### src/rtl/flash_cmd_pkg.sv
package flash_cmd_pkg;

  localparam int WORD_W = 32;
  localparam int KEY_W  = 8;
  localparam int PAGE_W = 16;
  localparam int CODE_W = 8;
  localparam int KEY_LSB  = PAGE_W + CODE_W;
  localparam int PAGE_LSB = CODE_W;
  localparam int STAT_W = 8;
  localparam int ST_RDY  = 0;
  localparam int ST_CERR = 1;
  localparam int ST_LERR = 2;

  localparam logic [CODE_W-1:0] OP_WR       = 8'h01;
  localparam logic [CODE_W-1:0] OP_WR_LK    = 8'h02;
  localparam logic [CODE_W-1:0] OP_ER_WR    = 8'h03;
  localparam logic [CODE_W-1:0] OP_ER_WR_LK = 8'h04;
  localparam logic [CODE_W-1:0] OP_LOCK     = 8'h08;
  localparam logic [CODE_W-1:0] OP_UNLOCK   = 8'h09;

  typedef struct packed {
    logic valid;
    logic erase;
    logic prog;
    logic lock_after;
    logic set_lock;
    logic clr_lock;
  } op_t;

  typedef enum logic [1:0] {PH_IDLE, PH_ERASE, PH_PROG, PH_DONE} phase_t;

  function automatic op_t decode_op(input logic [CODE_W-1:0] code);
    op_t o;
    o = '0;
    unique case (code)
      OP_WR:       begin o.valid = 1'b1; o.prog = 1'b1; end
      OP_WR_LK:    begin o.valid = 1'b1; o.prog = 1'b1; o.lock_after = 1'b1; end
      OP_ER_WR:    begin o.valid = 1'b1; o.prog = 1'b1; o.erase = 1'b1; end
      OP_ER_WR_LK: begin o.valid = 1'b1; o.prog = 1'b1; o.erase = 1'b1;
                         o.lock_after = 1'b1; end
      OP_LOCK:     begin o.valid = 1'b1; o.set_lock = 1'b1; end
      OP_UNLOCK:   begin o.valid = 1'b1; o.clr_lock = 1'b1; end
      default:     o = '0;
    endcase
    return o;
  endfunction

endpackage

### src/rtl/flash_cmd_decode.sv
module flash_cmd_decode
  import flash_cmd_pkg::*;
#(
  parameter logic [7:0] KEY              = 8'h5A,
  parameter int         NUM_PAGES        = 64,
  parameter int         PAGES_PER_REGION = 8,
  parameter int         REGION_W         = 3
) (
  input  logic [WORD_W-1:0] word,
  output logic              key_ok,
  output op_t               op,
  output logic              page_ok,
  output logic [PAGE_W-1:0] page,
  output logic [REGION_W-1:0] region
);

  localparam logic [PAGE_W-1:0] NP_LIM = PAGE_W'(NUM_PAGES);
  localparam logic [PAGE_W-1:0] PPR    = PAGE_W'(PAGES_PER_REGION);

  function automatic logic [REGION_W-1:0] region_of(input logic [PAGE_W-1:0] pg);
    return REGION_W'(pg / PPR);
  endfunction

  logic [KEY_W-1:0]  key_f;
  logic [CODE_W-1:0] code_f;

  always_comb begin
    key_f   = word[KEY_LSB +: KEY_W];
    page    = word[PAGE_LSB +: PAGE_W];
    code_f  = word[0 +: CODE_W];
    key_ok  = (key_f == KEY);
    op      = decode_op(code_f);
    page_ok = (page < NP_LIM);
    region  = region_of(page);
  end

endmodule

### src/rtl/flash_lock_bank.sv
module flash_lock_bank #(
  parameter int NUM_REGIONS = 8,
  parameter int REGION_W    = 3
) (
  input  logic                clk,
  input  logic                rst_n,
  input  logic                set_en,
  input  logic                clr_en,
  input  logic [REGION_W-1:0] wr_region,
  input  logic [REGION_W-1:0] rd_region,
  output logic                rd_locked
);

  localparam logic [REGION_W:0] NR_LIM = (REGION_W+1)'(NUM_REGIONS);

  logic [NUM_REGIONS-1:0] lock_q;

  for (genvar g = 0; g < NUM_REGIONS; g++) begin : g_region
    logic hit;
    assign hit = (wr_region == REGION_W'(g));
    always_ff @(posedge clk or negedge rst_n) begin
      if (!rst_n)                lock_q[g] <= 1'b0;
      else if (set_en && hit)    lock_q[g] <= 1'b1;
      else if (clr_en && hit)    lock_q[g] <= 1'b0;
    end
  end

  always_comb begin
    rd_locked = 1'b0;
    for (int i = 0; i < NUM_REGIONS; i++) begin
      if (rd_region == REGION_W'(i)) rd_locked = lock_q[i];
    end
    if ({1'b0, rd_region} >= NR_LIM) rd_locked = 1'b0;
  end

endmodule

### src/rtl/flash_phase_seq.sv
module flash_phase_seq
  import flash_cmd_pkg::*;
#(
  parameter int ERASE_CYCLES = 20,
  parameter int PROG_CYCLES  = 30
) (
  input  logic clk,
  input  logic rst_n,
  input  logic start,
  input  logic start_erase,
  input  logic start_prog,
  output logic busy,
  output logic arr_erase,
  output logic arr_prog,
  output logic done_evt
);

  localparam int MAXC  = (ERASE_CYCLES > PROG_CYCLES) ? ERASE_CYCLES : PROG_CYCLES;
  localparam int CNT_W = $clog2(MAXC + 1);
  localparam logic [CNT_W-1:0] E_LAST = CNT_W'(ERASE_CYCLES - 1);
  localparam logic [CNT_W-1:0] P_LAST = CNT_W'(PROG_CYCLES - 1);

  phase_t           ph_q, ph_d;
  logic [CNT_W-1:0] cnt_q, cnt_d;

  always_comb begin
    ph_d  = ph_q;
    cnt_d = cnt_q;
    unique case (ph_q)
      PH_IDLE: begin
        cnt_d = '0;
        if (start) begin
          if (start_erase)     ph_d = PH_ERASE;
          else if (start_prog) ph_d = PH_PROG;
          else                 ph_d = PH_DONE;
        end
      end
      PH_ERASE: begin
        if (cnt_q == E_LAST) begin
          ph_d  = PH_PROG;
          cnt_d = '0;
        end else cnt_d = cnt_q + 1'b1;
      end
      PH_PROG: begin
        if (cnt_q == P_LAST) begin
          ph_d  = PH_DONE;
          cnt_d = '0;
        end else cnt_d = cnt_q + 1'b1;
      end
      PH_DONE: ph_d = PH_IDLE;
      default: ph_d = PH_IDLE;
    endcase
  end

  always_ff @(posedge clk or negedge rst_n) begin
    if (!rst_n) begin
      ph_q  <= PH_IDLE;
      cnt_q <= '0;
    end else begin
      ph_q  <= ph_d;
      cnt_q <= cnt_d;
    end
  end

  assign busy      = (ph_q != PH_IDLE);
  assign arr_erase = (ph_q == PH_ERASE);
  assign arr_prog  = (ph_q == PH_PROG);
  assign done_evt  = (ph_q == PH_DONE);

endmodule

### src/rtl/flash_cmd_ctrl.sv
module flash_cmd_ctrl
  import flash_cmd_pkg::*;
#(
  parameter logic [7:0] KEY              = 8'h5A,
  parameter int         NUM_PAGES        = 64,
  parameter int         PAGES_PER_REGION = 8,
  parameter int         ERASE_CYCLES     = 20,
  parameter int         PROG_CYCLES      = 30
) (
  input  logic        clk,
  input  logic        rst_n,
  input  logic        cmd_we,
  input  logic [31:0] cmd_wdata,
  input  logic        mode_we,
  input  logic        mode_rdy_ie,
  input  logic        stat_re,
  output logic [7:0]  stat_rdata,
  output logic        irq,
  output logic        arr_erase,
  output logic        arr_prog,
  output logic [15:0] arr_page
);

  localparam int NUM_REGIONS = (NUM_PAGES + PAGES_PER_REGION - 1) / PAGES_PER_REGION;
  localparam int REGION_W    = (NUM_REGIONS > 1) ? $clog2(NUM_REGIONS) : 1;

  // decoded fields of the incoming word
  logic                key_ok;
  op_t                 op;
  logic                page_ok;
  logic [PAGE_W-1:0]   page;
  logic [REGION_W-1:0] region;
  logic                locked;

  // named events, also watched by the checker
  logic ready_w, fmt_ok_w, accept_w, reject_fmt_w, reject_busy_w, reject_lock_w;
  logic done_evt_w;

  // latched job
  logic [PAGE_W-1:0]   job_page_q;
  logic [REGION_W-1:0] job_region_q;
  logic                job_lock_q, job_unlock_q;

  // status and mode
  logic cmd_err_q, lock_err_q, done_q, irq_en_q;
  logic busy_w;

  flash_cmd_decode #(
    .KEY(KEY), .NUM_PAGES(NUM_PAGES),
    .PAGES_PER_REGION(PAGES_PER_REGION), .REGION_W(REGION_W)
  ) u_dec (
    .word(cmd_wdata), .key_ok(key_ok), .op(op), .page_ok(page_ok),
    .page(page), .region(region)
  );

  flash_lock_bank #(.NUM_REGIONS(NUM_REGIONS), .REGION_W(REGION_W)) u_lock (
    .clk(clk), .rst_n(rst_n),
    .set_en(done_evt_w && job_lock_q),
    .clr_en(done_evt_w && job_unlock_q),
    .wr_region(job_region_q),
    .rd_region(region),
    .rd_locked(locked)
  );

  flash_phase_seq #(.ERASE_CYCLES(ERASE_CYCLES), .PROG_CYCLES(PROG_CYCLES)) u_seq (
    .clk(clk), .rst_n(rst_n),
    .start(accept_w), .start_erase(op.erase), .start_prog(op.prog),
    .busy(busy_w), .arr_erase(arr_erase), .arr_prog(arr_prog),
    .done_evt(done_evt_w)
  );

  always_comb begin
    ready_w       = !busy_w;
    fmt_ok_w      = key_ok && op.valid && page_ok;
    reject_busy_w = cmd_we && !ready_w;
    reject_fmt_w  = cmd_we && ready_w && !fmt_ok_w;
    reject_lock_w = cmd_we && ready_w && fmt_ok_w && op.prog && locked;
    accept_w      = cmd_we && ready_w && fmt_ok_w && !(op.prog && locked);
  end

  always_ff @(posedge clk or negedge rst_n) begin
    if (!rst_n) begin
      job_page_q   <= '0;
      job_region_q <= '0;
      job_lock_q   <= 1'b0;
      job_unlock_q <= 1'b0;
    end else if (accept_w) begin
      job_page_q   <= page;
      job_region_q <= region;
      job_lock_q   <= op.lock_after || op.set_lock;
      job_unlock_q <= op.clr_lock;
    end
  end

  always_ff @(posedge clk or negedge rst_n) begin
    if (!rst_n) begin
      cmd_err_q  <= 1'b0;
      lock_err_q <= 1'b0;
      done_q     <= 1'b0;
      irq_en_q   <= 1'b0;
    end else begin
      cmd_err_q  <= (cmd_err_q && !stat_re) || reject_fmt_w || reject_busy_w;
      lock_err_q <= (lock_err_q && !stat_re) || reject_lock_w;
      if (done_evt_w)                 done_q <= 1'b1;
      else if (stat_re || accept_w)   done_q <= 1'b0;
      if (mode_we) irq_en_q <= mode_rdy_ie;
    end
  end

  always_comb begin
    stat_rdata          = '0;
    stat_rdata[ST_RDY]  = ready_w;
    stat_rdata[ST_CERR] = cmd_err_q;
    stat_rdata[ST_LERR] = lock_err_q;
  end

  assign irq      = done_q && irq_en_q;
  assign arr_page = job_page_q;

endmodule

### config.mk
export PLATFORM = sky130hd
export DESIGN_NAME = flash_cmd_ctrl
export DESIGN_NICKNAME = d
export VERILOG_FILES = /design/src/rtl/flash_cmd_pkg.sv /design/src/rtl/flash_cmd_decode.sv /design/src/rtl/flash_lock_bank.sv /design/src/rtl/flash_phase_seq.sv /design/src/rtl/flash_cmd_ctrl.sv
export SDC_FILE = /design/constraint.sdc
export NUM_CORES = 1
export LEC_CHECK = 0
export CAP_MARGIN = 20
export CORE_UTILIZATION = 25
export DETAILED_ROUTE_END_ITERATION = 8
export DONT_BUFFER_PORTS = 1
export PLACE_DENSITY_LB_ADDON = 0.05
export SYNTH_ARGS = -nofsm -noshare
export SYNTH_HDL_FRONTEND = slang
export SYNTH_SLANG_ARGS = --single-unit
### constraint.sdc
create_clock -name clk -period 4.75 [get_ports clk]
set_input_delay 0.7125 -clock clk [delete_from_list [all_inputs] [get_ports clk]]
set_output_delay 0.7125 -clock clk [all_outputs]
set_load 0.02 [all_outputs]
# After elaboration in Yosys (flattened, before gate mapping)
# Index checks and enable logic that the tools add are counted.
# classes
n_addsub,1
order_cmp,1
eq_ne,29
n_mux,41
n_reduce_logical,59
# op_table
operator,n
$mux W1,33
$logic_and A1 B1 Y1,31
$eq A3 B3 Y1 const B,8
$reduce_bool A2 Y1,10
$eq A8 B2 Y1 const B,2
$eq A8 B4 Y1 const B,2
$lt A16 B7 Y1 const B,1
$pmux W5 S3,1
$eq A3 B2 Y1 const B,4
$eq A5 B5 Y1 const B,2
$mux W5,2
$eq A8 B1 Y1 const B,1
$eq A8 B3 Y1 const B,1
$eq A8 B7 Y1 const B,1
$mux W2,4
$pmux W2 S4,1
$eq A3 B1 Y1 const B,2
$logic_not A3 Y1,2
$reduce_or A6 Y1,1
$add A5 B1 Y5 const B,1
$logic_or A1 B1 Y1,5
$eq A2 B2 Y1 const B,2
$logic_not A1 Y1,4
$ne A2 B1 Y1 const B,2
other kinds (7),8
# totals
ff_bits,40
in_bits,38
output_inout_bits,27
wordCells,149

# Depth between registers and ports, before layout
# depth
depth_word,15
ltp_mapped,7
mapped_depth_nobuf,7

# Hierarchy
# From an unflattened synthesis, not the netlist that was laid out.
# unflattened
hier_cells,202
hier_area_um2,2353.5
# modules_own_cells
mod,instances,cells_each,area_per_inst_um2,seq_area_each_um2
flash_cmd_ctrl,1,74,1126.1,625.6
flash_phase_seq,1,49,475.5,175.2
flash_lock_bank,1,36,452.9,200.2
flash_cmd_decode,1,43,299.0,0.0

# Least setup slack after synthesis
# No wires, ideal clock.
# synth_path
kind,input-to-reg
from,input port cmd_wdata[5]
to,register u_seq.ph_q[0]
setup_ns,0.087
arrival_ns,2.899
required_time_ns,4.663
slack_ns,1.764
cell_stages,6
path_buffers,1
cell_sequence,or4_1 buf_2 or4_4 a2111o_1 or4b_1 o211ai_1
# synth_between
elab_chain_cells,9
elab_cells_between_ends,24
# synth_lines
item,line_no,rtl
from (decl),flash_cmd_ctrl.sv:13,"input logic [31:0] cmd_wdata,"
$eq A8 B1 Y1 (tied with other cells),flash_cmd_pkg.sv:35,unique case (code)
$reduce_or A6 Y1 (no line),n/a,
$mux W1,flash_cmd_pkg.sv:35,
$logic_and A1 B1 Y1 (2 in series),flash_cmd_ctrl.sv:74,fmt_ok_w = key_ok && op.valid && page_ok;
$logic_and A1 B1 Y1 (2 in series),flash_cmd_ctrl.sv:78,accept_w = cmd_we && ready_w && fmt_ok_w && !(op.prog && locked);
$ne A2 B2 Y1 (no line),n/a,
$reduce_and A3 Y1 (no line),n/a,
to (signal assigned),flash_phase_seq.sv:60,ph_q <= ph_d;
to (decl),flash_phase_seq.sv:23,"phase_t ph_q, ph_d;"
# Parallel ways exist; a longest one is shown, timed or not. The select of a mux whose other input is x is not followed.
# A chain may end at the register's enable or synchronous reset.

# Worst setup path after layout
# layout_path
from,input port cmd_wdata[5]
to,register job_page_q[0] (netlist: arr_page[0])
# layout_between
elab_chain_cells,7
elab_cells_between_ends,16
# layout_lines
item,line_no,rtl
$eq A8 B1 Y1 (tied with other cells),flash_cmd_pkg.sv:35,
$reduce_or A6 Y1 (no line),n/a,
$mux W1,flash_cmd_pkg.sv:35,
$logic_and A1 B1 Y1 (2 in series),flash_cmd_ctrl.sv:74,
$logic_and A1 B1 Y1,flash_cmd_ctrl.sv:78,
$logic_and A1 B1 Y1 (*),flash_cmd_ctrl.sv:78,
to (signal assigned),flash_cmd_ctrl.sv:88,job_page_q <= page;
to (decl),flash_cmd_ctrl.sv:40,logic [PAGE_W-1:0] job_page_q;
# Mark *: on every way between the ends. The rest lies on a longest branch, timed or not.

==> impl_metrics.yaml <==
clocking:
  ctsResizeCount: 0
  cts.path.max_buffers: 2
  numCtsBuffers: 5
  cts_setup_buffers: 0
  tritoncts: "built"
  ctsRootBufferMaster: "clkbuf_8"
  htreeDepth: 2
  cts_hold_buf: 0
  cts_sinks: 37
  clkSlewWorstSetupHoldPaths_ps: 80
  clock_latency_ps: 290
sta:
  hold_viol_final: 0
  finClkSkew_ps: 8.07
  post-route-period-util_pct: 62.4
  drv_slew: 0
  timing.fmax_mhz: 337
  rsz0062_at_grt: "no"
  period_needed_ps: 2960
  fin_tns_setup_ps: 0
  final-setup-viol-count: 0
  holdWs_ps: 115
placement:
  io_buffers: 0
  hpwl_mm: 3.20
  gp_congestion: 0.749
  dpl.cell_count: 277
flow_run:
  maxCapViolations: 0
logic_synthesis:
  synth_xor_area_share_pct: 0.895
  ys_warn_count: 0
  synth.largest_area_cell: "dfrtp_1"
  syn_area_per_cell_sq_um: 10.4
  synth_compound_area_share_pct: 13.3
  synth_edf_count: 0
  yosys.area.top_type_share_pct: 47.3
  muxShareOfSynthArea_pct: 7.29
  synth.distinct_cells: 43
  synthTopCellsByArea: "dfrtp_1 47%, mux2_2 5.8%, ha_1 5.1%, o21ai_0 4.6%, and2_1 3.5%"
  yosys-top-cells-count: "37 x dfrtp_1, 18 x o21ai_0, 11 x and2_1"
  netlist_instances: 188
  async_flop_share_pct: 100
  synth_top_family_by_area: "simple AND/OR/NAND/NOR gates"
  synth_ff_type: "dfrtp_1"
  synthSimpleGateAreaFrac_pct: 20.5
  ys_seq_elements: 37
  synth_area_sq_mm: 0.00196
  synth.yosys.seq_area_share_pct: 47.3
  yosysMostFrequentCell: "dfrtp_1"
  synth_fa_ha_area_share_pct: 5.12
routing:
  first_iter_violations: 57
  post_drt_wl_per_cell_microns: 14.8
  detail-route-antenna-nets: 0
  wl_mm: 4.22
  viasPerCell: 4.71
  dr.pass1.iters: 4
  drc: 0
  vias: 1343
floorplanning:
  coreArea_sq_mm: 0.00741
  dieArea_sq_mm: 0.00819
  fp-row-count: 31
  die_w_microns: 90.5
  ios: 65
  fp.dieH_microns: 90.5
  start_util_pct: 26.4
global_route:
  grt_use_total_pct: 10.8
  antenna_found_initial: 0
  grt_max_degree: 38
  grt_pass1_wl_mm: 6.89
  grt_overflow_total: 0
  grt_pass1_vias: 1326
setup_path:
  max_stage_delay_ps: 640
  critical_path.slowest_cell: "or4_1"
  crit_path_end_kind: "flip-flop"
  worstPathArrival_ps: 3140
  critical_path_required_ps: 4930
  critical_path_class: "in2reg"
  startpoint_type: "primary input"
  path_max_fanout: 19
  path_cells: "or4_1 > or4_4 > a211oi_1 > nand3_2 > mux2_2"
cells_and_area:
  drive_gt1_share_pct: 14.0
  multi_input_comb_area_sq_um: 940
  fillCellCount: 756
  seqCellArea_sq_um: 926
  diodes: 0
  instances_no_fill: 285
  fin_nets: 231
  area_growth_pct: 8.95
power:
  ir_drop_mv: 0.144
  p_leak_nw: 0.916
  power_w: 0.000891
  powerDensity_mw_per_mm2: 418
min_path:
  holdCritPathClass: "in2async"
run_status:
  status: "finished clean"
-- layout by cell type, fill, tap and decap left out, types with 2 or more instances in the layout --
cell type / instances
conb_1: 5
a31o_2: 3
nand4_1: 2
a211oi_1: 2
ha_1: 8
o211ai_1: 2
or4b_1: 2
inv_1: 6
nor2_1: 8
nor4_1: 4
mux2_2: 10
a21oi_1: 3
nor3_1: 4
nand3_1: 6
clkbuf_8: 6
nand3b_1: 3
nor2b_1: 3
dfrtp_1: 37
or2_2: 2
mux2i_1: 3
o21ai_0: 18
o2bb2ai_1: 2
nand2b_1: 3
xnor2_1: 2
o31ai_1: 3
and2_1: 11
nand2_1: 10
a22oi_1: 3
-- power breakdown --
| group | switching (W) | leakage [nW] | total (W) | internal, W |
|---|---|---|---|---|
| clock | 0.000115 | 0.0574 | 0.000285 | 0.000171 |
| combinational | 0.000143 | 0.354 | 0.000242 | 0.0000987 |
| sequential | 0.0000273 | 0.505 | 0.000364 | 0.000337 |
| total | 0.000285 | 0.916 | 0.000891 | 0.000606 |
-- per-layer routing --
| layer | up-vias | part of all wire, % | track usage, % |
|---|---|---|---|
| met5 | - | 0 | 0 |
| met4 | 0 | 0.43 | 2.82 |
| met3 | 2 | 5.3 | 3.70 |
| met2 | 46 | 50 | 18.1 |
| met1 | 642 | 44 | 13.3 |
| li1 | 653 | - | - |
-- kinds of logic after synthesis --
group	after synthesis
mux	13
xor+xnor	2
flops	37
buf+inv	20
fa+ha+maj	8
compound gates	40
other cells	1
simple gates	67
-- state kept, by name (all words and copies together), names as in the netlist --
signal,count
u_lock.lock_q,8
cmd_err_q,1
lock_err_q,1
done_q,1
u_seq.ph_q,2
job_unlock_q,1
arr_page,16
u_seq.cnt_q,5
irq_en_q,1
job_lock_q,1
-- path summary, 6_finish.rpt --
check                           cells past startpoint          endpoint  slack [ps]        startpoint
worst max-delay path                                5       arr_page[0]        1790      cmd_wdata[5]
worst min-delay path                                0      arr_page[14]         120             rst_n
worst max register to register                      6       arr_page[0]        2210     u_seq.ph_q[0]
worst min register to register                      2  u_lock.lock_q[6]         510  u_lock.lock_q[6]
max in group asynchronous                           0       arr_page[3]        4540             rst_n
min in group clk                                    2  u_lock.lock_q[6]         510  u_lock.lock_q[6]
-- through the flow --
stage | setup WS, ps | instance area [sq um] | util [%]
after floorplan | 1760 | 1970 | -
after global placement | 1540 | 2010 | 27.2
after detailed placement | 1440 | 2010 | 27.2
after CTS | 1750 | 2130 | 28.8
after global routing | 1590 | 2130 | 28.8
final | 1790 | 2130 | 28.8
-- critical path, delay by kind of cell --
kind / cells / cell delay (ps)
AO/OA/AOI/OAI: 1 / 380
multiplexers: 1 / 420
AND/OR/NAND/NOR: 3 / 1630
-- final cells by class --
cell class / instances / area share [%]
clock buffers: 6 / 3.87
multi-input cells: 135 / 44.1
flip-flops and latches: 37 / 43.4
inverters: 6 / 1.06
clock inverters: 2 / 1.76
well taps: 99 / 5.81
Power figures use the tool's default switching activity.
